$ cat src/rtl/pkt_enc_pkg.sv
package pkt_enc_pkg;

    typedef enum logic [2:0] {
        ST_IDLE,
        ST_PAYLOAD,
        ST_DROP,
        ST_FLUSH,
        ST_FOOTER
    } enc_state_t;

    localparam logic [1:0] KIND_HDR = 2'b01;
    localparam logic [1:0] KIND_FTR = 2'b10;

endpackage

$ cat src/rtl/pkt_enc_fifo.sv
module pkt_enc_fifo #(
    parameter int W     = 128,
    parameter int DEPTH = 8
) (
    input  logic         clk,
    input  logic         rst_n,
    input  logic         push,
    input  logic [W-1:0] din,
    input  logic         pop,
    output logic [W-1:0] dout,
    output logic         full,
    output logic         empty
);
    localparam int AW = $clog2(DEPTH);

    logic [W-1:0] mem [DEPTH];
    logic [AW-1:0] wr_q, rd_q;
    logic [AW:0]   cnt_q;
    logic          do_push, do_pop;

    assign full    = (cnt_q == (AW+1)'(DEPTH));
    assign empty   = (cnt_q == '0);
    assign do_push = push && !full;
    assign do_pop  = pop && !empty;
    assign dout    = mem[rd_q];

    always_ff @(posedge clk) begin
        if (do_push) begin
            mem[wr_q] <= din;
        end
    end

    always_ff @(posedge clk) begin
        if (!rst_n) begin
            wr_q  <= '0;
            rd_q  <= '0;
            cnt_q <= '0;
        end else begin
            if (do_push) begin
                wr_q <= (wr_q == AW'(DEPTH-1)) ? '0 : wr_q + 1'b1;
            end
            if (do_pop) begin
                rd_q <= (rd_q == AW'(DEPTH-1)) ? '0 : rd_q + 1'b1;
            end
            cnt_q <= cnt_q + (AW+1)'(do_push) - (AW+1)'(do_pop);
        end
    end


    no_overflow_chk: assert property (@(posedge clk) disable iff (!rst_n)
        push |-> !full);

endmodule

$ cat src/rtl/pkt_enc_cfg.sv
module pkt_enc_cfg #(
    parameter int DEST_W = 8,
    parameter int TAG_W  = 32
) (
    input  logic              clk,
    input  logic              rst_n,
    input  logic              we,
    input  logic [1:0]        addr,
    input  logic [31:0]       wdata,
    output logic [DEST_W-1:0] dest_id,
    output logic [TAG_W-1:0]  buf_tag
);
    always_ff @(posedge clk) begin
        if (!rst_n) begin
            dest_id <= '0;
            buf_tag <= '0;
        end else if (we) begin
            unique case (addr)
                2'd0:    dest_id <= wdata[DEST_W-1:0];
                2'd1:    buf_tag <= wdata[TAG_W-1:0];
                default: ;
            endcase
        end
    end

endmodule

$ cat src/rtl/pkt_enc_packer.sv
module pkt_enc_packer #(
    parameter int IN_W  = 32,
    parameter int OUT_W = 128
) (
    input  logic             clk,
    input  logic             rst_n,
    input  logic             load,
    input  logic [IN_W-1:0]  word,
    input  logic             clear,
    output logic             beat_done,
    output logic             pending,
    output logic [OUT_W-1:0] full_beat,
    output logic [OUT_W-1:0] pad_beat
);
    localparam int LANES = OUT_W / IN_W;
    localparam int IDX_W = $clog2(LANES);

    logic [IN_W-1:0]  lane_q [LANES-1];
    logic [IDX_W-1:0] idx_q;

    assign beat_done = load && (idx_q == IDX_W'(LANES-1));
    assign pending   = (idx_q != '0);

    for (genvar g = 0; g < LANES-1; g++) begin : g_lane
        assign full_beat[g*IN_W +: IN_W] = lane_q[g];
        assign pad_beat[g*IN_W +: IN_W]  = lane_q[g];

        always_ff @(posedge clk) begin
            if (!rst_n || clear || beat_done) begin
                lane_q[g] <= '0;
            end else if (load && idx_q == IDX_W'(g)) begin
                lane_q[g] <= word;
            end
        end
    end
    assign full_beat[OUT_W-1 -: IN_W] = word;
    assign pad_beat[OUT_W-1 -: IN_W]  = '0;

    always_ff @(posedge clk) begin
        if (!rst_n || clear || beat_done) begin
            idx_q <= '0;
        end else if (load) begin
            idx_q <= idx_q + 1'b1;
        end
    end


    pad_clear_chk: assert property (@(posedge clk) disable iff (!rst_n)
        clear |=> !pending);

endmodule

$ cat src/rtl/pkt_encap.sv
module pkt_encap
    import pkt_enc_pkg::*;
#(
    parameter int MAX_BYTES = 4096,
    parameter int HF_DEPTH  = 8,
    parameter int PL_DEPTH  = 16
) (
    input  logic         clk,
    input  logic         rst_n,
    input  logic         cfg_we,
    input  logic [1:0]   cfg_addr,
    input  logic [31:0]  cfg_wdata,
    input  logic         in_valid,
    output logic         in_ready,
    input  logic         in_sop,
    input  logic         in_eop,
    input  logic [31:0]  in_data,
    input  logic         hf_pop,
    output logic [127:0] hf_data,
    output logic         hf_empty,
    input  logic         pl_pop,
    output logic [127:0] pl_data,
    output logic         pl_empty
);
    localparam int IN_W      = 32;
    localparam int OUT_W     = 128;
    localparam int DEST_W    = 8;
    localparam int TAG_W     = 32;
    localparam int SEQ_W     = 16;
    localparam int MAX_WORDS = MAX_BYTES / (IN_W/8);
    localparam int MAX_BEATS = MAX_BYTES / (OUT_W/8);
    localparam int WC_W      = $clog2(MAX_WORDS + 1);
    localparam int BC_W      = $clog2(MAX_BEATS + 1);

    enc_state_t state_q, state_d;

    logic [DEST_W-1:0] dest_id;
    logic [TAG_W-1:0]  buf_tag;
    logic              hf_full, pl_full;
    logic              hf_push, pl_push;
    logic [OUT_W-1:0]  hf_din, pl_din;
    logic              pk_load, pk_clear, pk_done, pk_pending;
    logic [OUT_W-1:0]  pk_full, pk_pad;

    logic [WC_W-1:0]   kept_q, cnt_q;
    logic              trunc_q;
    logic [SEQ_W-1:0]  seq_q;

    logic              acc;
    logic [32:0]       size_words;
    logic [WC_W-1:0]   size_kept;
    logic              size_trunc;
    logic [15:0]       size_len;
    logic [OUT_W-1:0]  hdr_word, ftr_word;

    pkt_enc_cfg #(.DEST_W(DEST_W), .TAG_W(TAG_W)) u_cfg (
        .clk(clk), .rst_n(rst_n), .we(cfg_we), .addr(cfg_addr),
        .wdata(cfg_wdata), .dest_id(dest_id), .buf_tag(buf_tag)
    );

    pkt_enc_packer #(.IN_W(IN_W), .OUT_W(OUT_W)) u_pack (
        .clk(clk), .rst_n(rst_n), .load(pk_load), .word(in_data),
        .clear(pk_clear), .beat_done(pk_done), .pending(pk_pending),
        .full_beat(pk_full), .pad_beat(pk_pad)
    );

    pkt_enc_fifo #(.W(OUT_W), .DEPTH(HF_DEPTH)) u_hf_fifo (
        .clk(clk), .rst_n(rst_n), .push(hf_push), .din(hf_din),
        .pop(hf_pop), .dout(hf_data), .full(hf_full), .empty(hf_empty)
    );

    pkt_enc_fifo #(.W(OUT_W), .DEPTH(PL_DEPTH)) u_pl_fifo (
        .clk(clk), .rst_n(rst_n), .push(pl_push), .din(pl_din),
        .pop(pl_pop), .dout(pl_data), .full(pl_full), .empty(pl_empty)
    );

    // length word decode
    always_comb begin
        size_words = ({1'b0, in_data} + 33'd3) >> 2;
        size_trunc = (in_data > 32'(MAX_BYTES));
        size_kept  = (size_words > 33'(MAX_WORDS)) ? WC_W'(MAX_WORDS)
                                                    : size_words[WC_W-1:0];
        size_len   = size_trunc ? 16'(MAX_BYTES) : in_data[15:0];
    end

    always_comb begin
        hdr_word                    = '0;
        hdr_word[OUT_W-1 -: 2]      = KIND_HDR;
        hdr_word[15:0]              = size_len;
        hdr_word[16 +: DEST_W]      = dest_id;
        hdr_word[64 +: TAG_W]       = buf_tag;
        ftr_word                    = '0;
        ftr_word[OUT_W-1 -: 2]      = KIND_FTR;
        ftr_word[SEQ_W-1:0]         = seq_q;
        ftr_word[32]                = trunc_q;
    end

    assign acc = in_valid && in_ready;

    // state register
    always_ff @(posedge clk) begin
        if (!rst_n) begin
            state_q <= ST_IDLE;
        end else begin
            state_q <= state_d;
        end
    end

    // next state
    always_comb begin
        state_d = state_q;
        unique case (state_q)
            ST_IDLE: begin
                if (acc && in_sop) begin
                    if (in_eop)               state_d = ST_FOOTER;
                    else if (size_kept == '0) state_d = ST_DROP;
                    else                      state_d = ST_PAYLOAD;
                end
            end
            ST_PAYLOAD: begin
                if (acc) begin
                    if (in_eop)                    state_d = pk_done ? ST_FOOTER : ST_FLUSH;
                    else if (cnt_q + 1'b1 == kept_q) state_d = ST_DROP;
                end
            end
            ST_DROP: begin
                if (acc && in_eop) state_d = pk_pending ? ST_FLUSH : ST_FOOTER;
            end
            ST_FLUSH: begin
                if (!pl_full) state_d = ST_FOOTER;
            end
            ST_FOOTER: begin
                if (!hf_full) state_d = ST_IDLE;
            end
            default: state_d = ST_IDLE;
        endcase
    end

    // outputs
    always_comb begin
        in_ready = 1'b0;
        hf_push  = 1'b0;
        hf_din   = hdr_word;
        pl_push  = 1'b0;
        pl_din   = pk_full;
        pk_load  = 1'b0;
        pk_clear = 1'b0;
        unique case (state_q)
            ST_IDLE: begin
                in_ready = !hf_full;
                hf_push  = in_valid && !hf_full && in_sop;
            end
            ST_PAYLOAD: begin
                in_ready = !pl_full;
                pk_load  = in_valid && !pl_full;
                pl_push  = pk_done;
            end
            ST_DROP: begin
                in_ready = 1'b1;
            end
            ST_FLUSH: begin
                pl_din   = pk_pad;
                pl_push  = !pl_full;
                pk_clear = !pl_full;
            end
            ST_FOOTER: begin
                hf_din  = ftr_word;
                hf_push = !hf_full;
            end
            default: ;
        endcase
    end

    // per-record registers
    always_ff @(posedge clk) begin
        if (!rst_n) begin
            kept_q  <= '0;
            cnt_q   <= '0;
            trunc_q <= 1'b0;
            seq_q   <= '0;
        end else begin
            if (state_q == ST_IDLE && acc && in_sop) begin
                kept_q  <= size_kept;
                cnt_q   <= '0;
                trunc_q <= size_trunc;
            end
            if (state_q == ST_PAYLOAD && acc) begin
                cnt_q <= cnt_q + 1'b1;
            end
            if (state_q == ST_FOOTER && hf_push) begin
                seq_q <= seq_q + 1'b1;
            end
        end
    end

    // checker state: header/footer pairing and beat count
    logic            hdr_open_q;
    logic [BC_W-1:0] beats_q;

    always_ff @(posedge clk) begin
        if (!rst_n) begin
            hdr_open_q <= 1'b0;
            beats_q    <= '0;
        end else begin
            if (hf_push && !hf_full) hdr_open_q <= !hdr_open_q;
            if (hf_push && !hdr_open_q) beats_q <= '0;
            else if (pl_push && !pl_full) beats_q <= beats_q + 1'b1;
        end
    end


    hdr_then_ftr_chk: assert property (@(posedge clk) disable iff (!rst_n)
        (hf_push && hdr_open_q) |-> hf_din[OUT_W-1 -: 2] == KIND_FTR);


    ftr_then_hdr_chk: assert property (@(posedge clk) disable iff (!rst_n)
        (hf_push && !hdr_open_q) |-> hf_din[OUT_W-1 -: 2] == KIND_HDR);


    payload_inside_chk: assert property (@(posedge clk) disable iff (!rst_n)
        pl_push |-> hdr_open_q);


    beat_bound_chk: assert property (@(posedge clk) disable iff (!rst_n)
        pl_push |-> beats_q < BC_W'(MAX_BEATS));


    footer_exit_chk: assert property (@(posedge clk) disable iff (!rst_n)
        (state_q == ST_FOOTER && !hf_full) |=> state_q == ST_IDLE);

endmodule

$ cat config.mk
export PLATFORM = sky130hd
export DESIGN_NAME = pkt_encap
export DESIGN_NICKNAME = d
export VERILOG_FILES = /design/src/rtl/pkt_enc_pkg.sv /design/src/rtl/pkt_enc_fifo.sv /design/src/rtl/pkt_enc_cfg.sv /design/src/rtl/pkt_enc_packer.sv /design/src/rtl/pkt_encap.sv
export SDC_FILE = /design/constraint.sdc
export NUM_CORES = 2
export LEC_CHECK = 0
export ABC_AREA = 1
export BUFFER_PORTS_ARGS = -buffer_cell sky130_fd_sc_hd__buf_2
export CORE_MARGIN = 3
export CORE_UTILIZATION = 60
export DETAILED_ROUTE_END_ITERATION = 12
export GPL_ROUTABILITY_DRIVEN = 0
export PLACE_DENSITY_LB_ADDON = 0.08
export SETUP_SLACK_MARGIN = 0.2
export SYNTH_ARGS = -nofsm -noshare
export SYNTH_HDL_FRONTEND = slang
export SYNTH_SLANG_ARGS = --single-unit
$ cat constraint.sdc
create_clock -name clk -period 15.7 [get_ports clk]
set_input_delay 4.71 -clock clk [delete_from_list [all_inputs] [get_ports clk]]
set_output_delay 4.71 -clock clk [all_outputs]
set_load 0.02 [all_outputs]
==> key figures <==
Final layout
  • Nets: 8,319
  • Multi-input gate area: 0.02303 mm^2
  • Fin util: 67.07%
  • Reg area: 0.08086 mm^2
  • Filler cell count: 12,430
  • Area delta synth->final: 10.86%
  • Share of layout cells above drive strength 1: 9.574%

Worst setup path
  • Critical path peak fanout: 94
  • Worst path bufs/invs: 4
  • R2R Path Start: u_pl_fifo.cnt_q[3]
  • Startpoint types: flop
  • R2R Setup Slk: 10.45 ns
  • WP depth: 8
  • Largest delay contributor family on the critical path: buffers and inverters
  • Max incr delay on CP: 0.91 ns
  • Critical Path End Type: output pin
  • CP arrival: 5.59 ns
  • CP max-delay cell: buf_4
  • Cells on worst reg2reg path: 11
  • Crit path to: pl_data[53]
  • Most common cell type on the critical path: buf_4
  • Worst R2R End: u_pl_fifo.mem[8][5]
  • CP Cell Sequence: buf_4, buf_4, buf_4, o21ai_0, o22ai_1, nor2_1, o32ai_1, buf_2
  • Req. time, crit path: 10.99 ns
  • Critical path class: flop to output pin

Clocking
  • # Post-CTS Setup Buffers: 0
  • Clk sink count: 2,730
  • Total CTS buffers: 286
  • Cts-stage hold buffer count: 0
  • Worst-path clk slew: 0.06 ns
  • Root buf cell: clkbuf_16
  • CTS H-tree lvls: 5
  • Clk_lat worst skew: 0.92 ns
  • CTS tree: yes
  • Post_cts resized: 0
  • CTS max path bufs: 4

Routing
  • Routed WL per cell: 25.91 um
  • Drt initial violations: 7,853
  • Via-to-Cell Ratio: 6.303
  • Final wirelength: 278,700 um
  • DRT antenna net count: 0
  • Via count: 67,800
  • Pre-Repair DR Iteration Count: 7
  • DRC: 0

Timing
  • Fin crit share: 65.59%
  • Min Clock Period, post-route: 10.30 ns
  • Post-route clock skew: 0.03987 ns
  • Hold Fails Final Rpt: 0
  • Worst rel slew slack: 14.89%
  • RSZ-0062 raised after global routing: no
  • Worst-margin pin slew: 1.277 ns
  • Slew Viols, Final: 0
  • Final Worst Setup Slack: 5.402 ns
  • Fmax achieved: 97.11 MHz
  • Final setup vio count: 0
  • Setup TNS: 0 ns

Synth
  • Number of synthesized flops with an enable pin: 2,616
  • Seq/Total Area, Yosys: 75.63%
  • Post-Synthesis Cells: 8,134
  • Mapped cell area: 0.1069 mm^2
  • Syn_area_per_cell: 13.14 um^2
  • Synth unique cells: 48
  • Yosys warnings: 0
  • Top_reg_cell synth: edfxtp_1
  • Largest cells by area after synthesis: edfxtp_1 73%, o21ai_0 6.7%, nor2_1 6.3%, o22ai_1 2.3%, dfxtp_1 2.1%
  • Top-area cell type share of the netlist area: 73.49%
  • Synth area leader: edfxtp_1
  • FF+latch count, synth: 2,730
  • Async set-reset flop share out of synthesis: 0%

Power and ir drop
  • Worst vdd ir: 0.1430 mV
  • Pwr per Cell Area: 156.4 mW/mm^2
  • Total chip power: 18.54 mW
  • Leakage: 39.06 nW

Global route
  • Antenna violations before repair: 16
  • Congestion Overflow GR: 0
  • Largest net degree at the start of global routing: 260
  • Vias in the first global route: 65,900
  • First-pass GRT wire length: 414,400 um
  • GRT Total Usage: 29.92%

Place
  • Post-place setup slack: 6.333 ns
  • PortBufs: 263
  • Dpl hpwl: 137,700 um

Die
  • Std-Cell Rows: 154
  • Core area: 0.1767 mm^2
  • Die extent in y: 428.1 um
  • Chip width: 428.1 um
  • Die Area: 0.1832 mm^2
  • Num ports: 333
  • Initial Utilization: 60.49%

Run
  • Max cap viols: 0

Outcome
  • Status: finished, final reports clean

Min path
  • Hold WC Path Type: flop to flop
[worst register-to-register path: stages, from the launching register on]
cell and delay [ns]:
dfxtp_1 0.34, inv_1 0.07, ha_1 0.21, nand3_1 0.11
nand2_1 0.11, nor2_2 0.80, nand2_1 0.26, nand2_4 0.21
nand2_1 0.26, nor2_4 0.70, buf_4 0.86, buf_4 0.93
[cell families (layout without fill, tap and decap cells)]
logic type / count (synthesis) / count (layout) / share of synthesized area (%)
multiplexers: 10 / 10 / 0.09365
other: 1 / 77 / 0.003508
buffers and inverters: 809 / 1015 / 3.274
AND/OR/NAND/NOR: 2219 / 2219 / 8.138
adder cells (fa/ha/maj): 29 / 29 / 0.3535
XOR/XNOR: 9 / 9 / 0.08779
flip-flops: 2730 / 2730 / 75.63
AO/OA/AOI/OAI: 2327 / 2327 / 12.42
[registers in the layout, summed over array words and instances (netlist names), 5 cells and up, named ones only]
name             count
cnt_q               11
kept_q              11
seq_q               16
u_cfg.buf_tag       32
u_cfg.dest_id        8
u_hf_fifo.mem      472
u_pack.lane_q       96
u_pl_fifo.cnt_q      5
u_pl_fifo.mem     2048
[Yosys cell counts (9+ instances only)]
cell type / instances
nand2_1: 233
nand3_1: 124
ha_1: 27
a31oi_1: 61
o221ai_1: 223
nand4_1: 21
o22ai_1: 399
nor3_1: 10
buf_4: 73
o211ai_1: 57
dfxtp_1: 114
mux2i_1: 10
buf_1: 27
clkbuf_1: 385
o21ai_1: 44
inv_2: 11
edfxtp_1: 2616
buf_2: 139
nor2_2: 9
o21ai_0: 1429
a21oi_1: 91
inv_1: 167
nor2_1: 1802
[placed cells by master (no fill, tap or decap), drive strengths merged, types with 2 or more instances in the layout]
cell type / count
edfxtp: 2616
nor2: 1813
o21ai: 1473
o22ai: 399
clkbuf: 379
buf: 352
nand2: 235
o221ai: 223
inv: 182
nand3: 128
dfxtp: 114
a21oi: 92
clkinv: 83
conb: 69
a31oi: 61
o211ai: 57
ha: 27
nand4: 21
nor3: 14
bufinv: 13
mux2i: 10
diode: 8
xor2: 7
o31ai: 6
o32ai: 6
clkinvlp: 6
a211oi: 5
nand3b: 5
o211a: 2
nor4: 2
fa: 2
[where the power goes]
part           internal [mW]  switching, mW  total, mW  leakage [nW]
registers               8.20          0.181       8.39          24.8
logic                   1.03           2.73       3.76          9.97
clock network           3.75           2.64       6.39          4.30
total                   13.0           5.56       18.5          39.1
[final cells by class]
cell class,instances,share of cell area (%)
Sequential cell,2730,68.24
Clock inverter,101,0.6884
Clock buffer,379,6.698
Inverter,183,0.6145
Multi-Input combinational cell,4663,19.43
Timing Repair Buffer,352,1.844
Antenna cell,8,0.01689
Tap cell,2340,2.471
[routing by layer]
metal / GRT usage (%) / routed length [um]
met4: 12.59 / 11630
met3: 4.934 / 22510
met5: 0 / 13
met1: 39.96 / 109200
met2: 49.31 / 135400
[per-stage QoR]
step | hold slack, ns | area [um^2] | instances
floorplan | 0.4300 | 107100 | 8202
global placement | 0.4400 | 109700 | 10270
detailed placement | 0.4441 | 109700 | 10270
CTS | 0.4529 | 118500 | 10750
global route | 0.4638 | 118500 | 10760
finish | 0.4524 | 118500 | 10760
[how the worst min path moves through the flow]
stage	endpoint	startpoint	cells past startpoint	slack (ns)
after global placement	u_cfg.buf_tag[22]	u_cfg.buf_tag[22]	2	0.44
after detailed placement	u_cfg.buf_tag[16]	u_cfg.buf_tag[16]	2	0.44
after global routing	u_cfg.buf_tag[20]	u_cfg.buf_tag[20]	2	0.46
final	u_cfg.buf_tag[20]	u_cfg.buf_tag[20]	2	0.45
after CTS	u_cfg.buf_tag[20]	u_cfg.buf_tag[20]	2	0.45
after floorplan	u_cfg.buf_tag[0]	u_cfg.buf_tag[0]	2	0.43
Power figures use the tool's default switching activity.
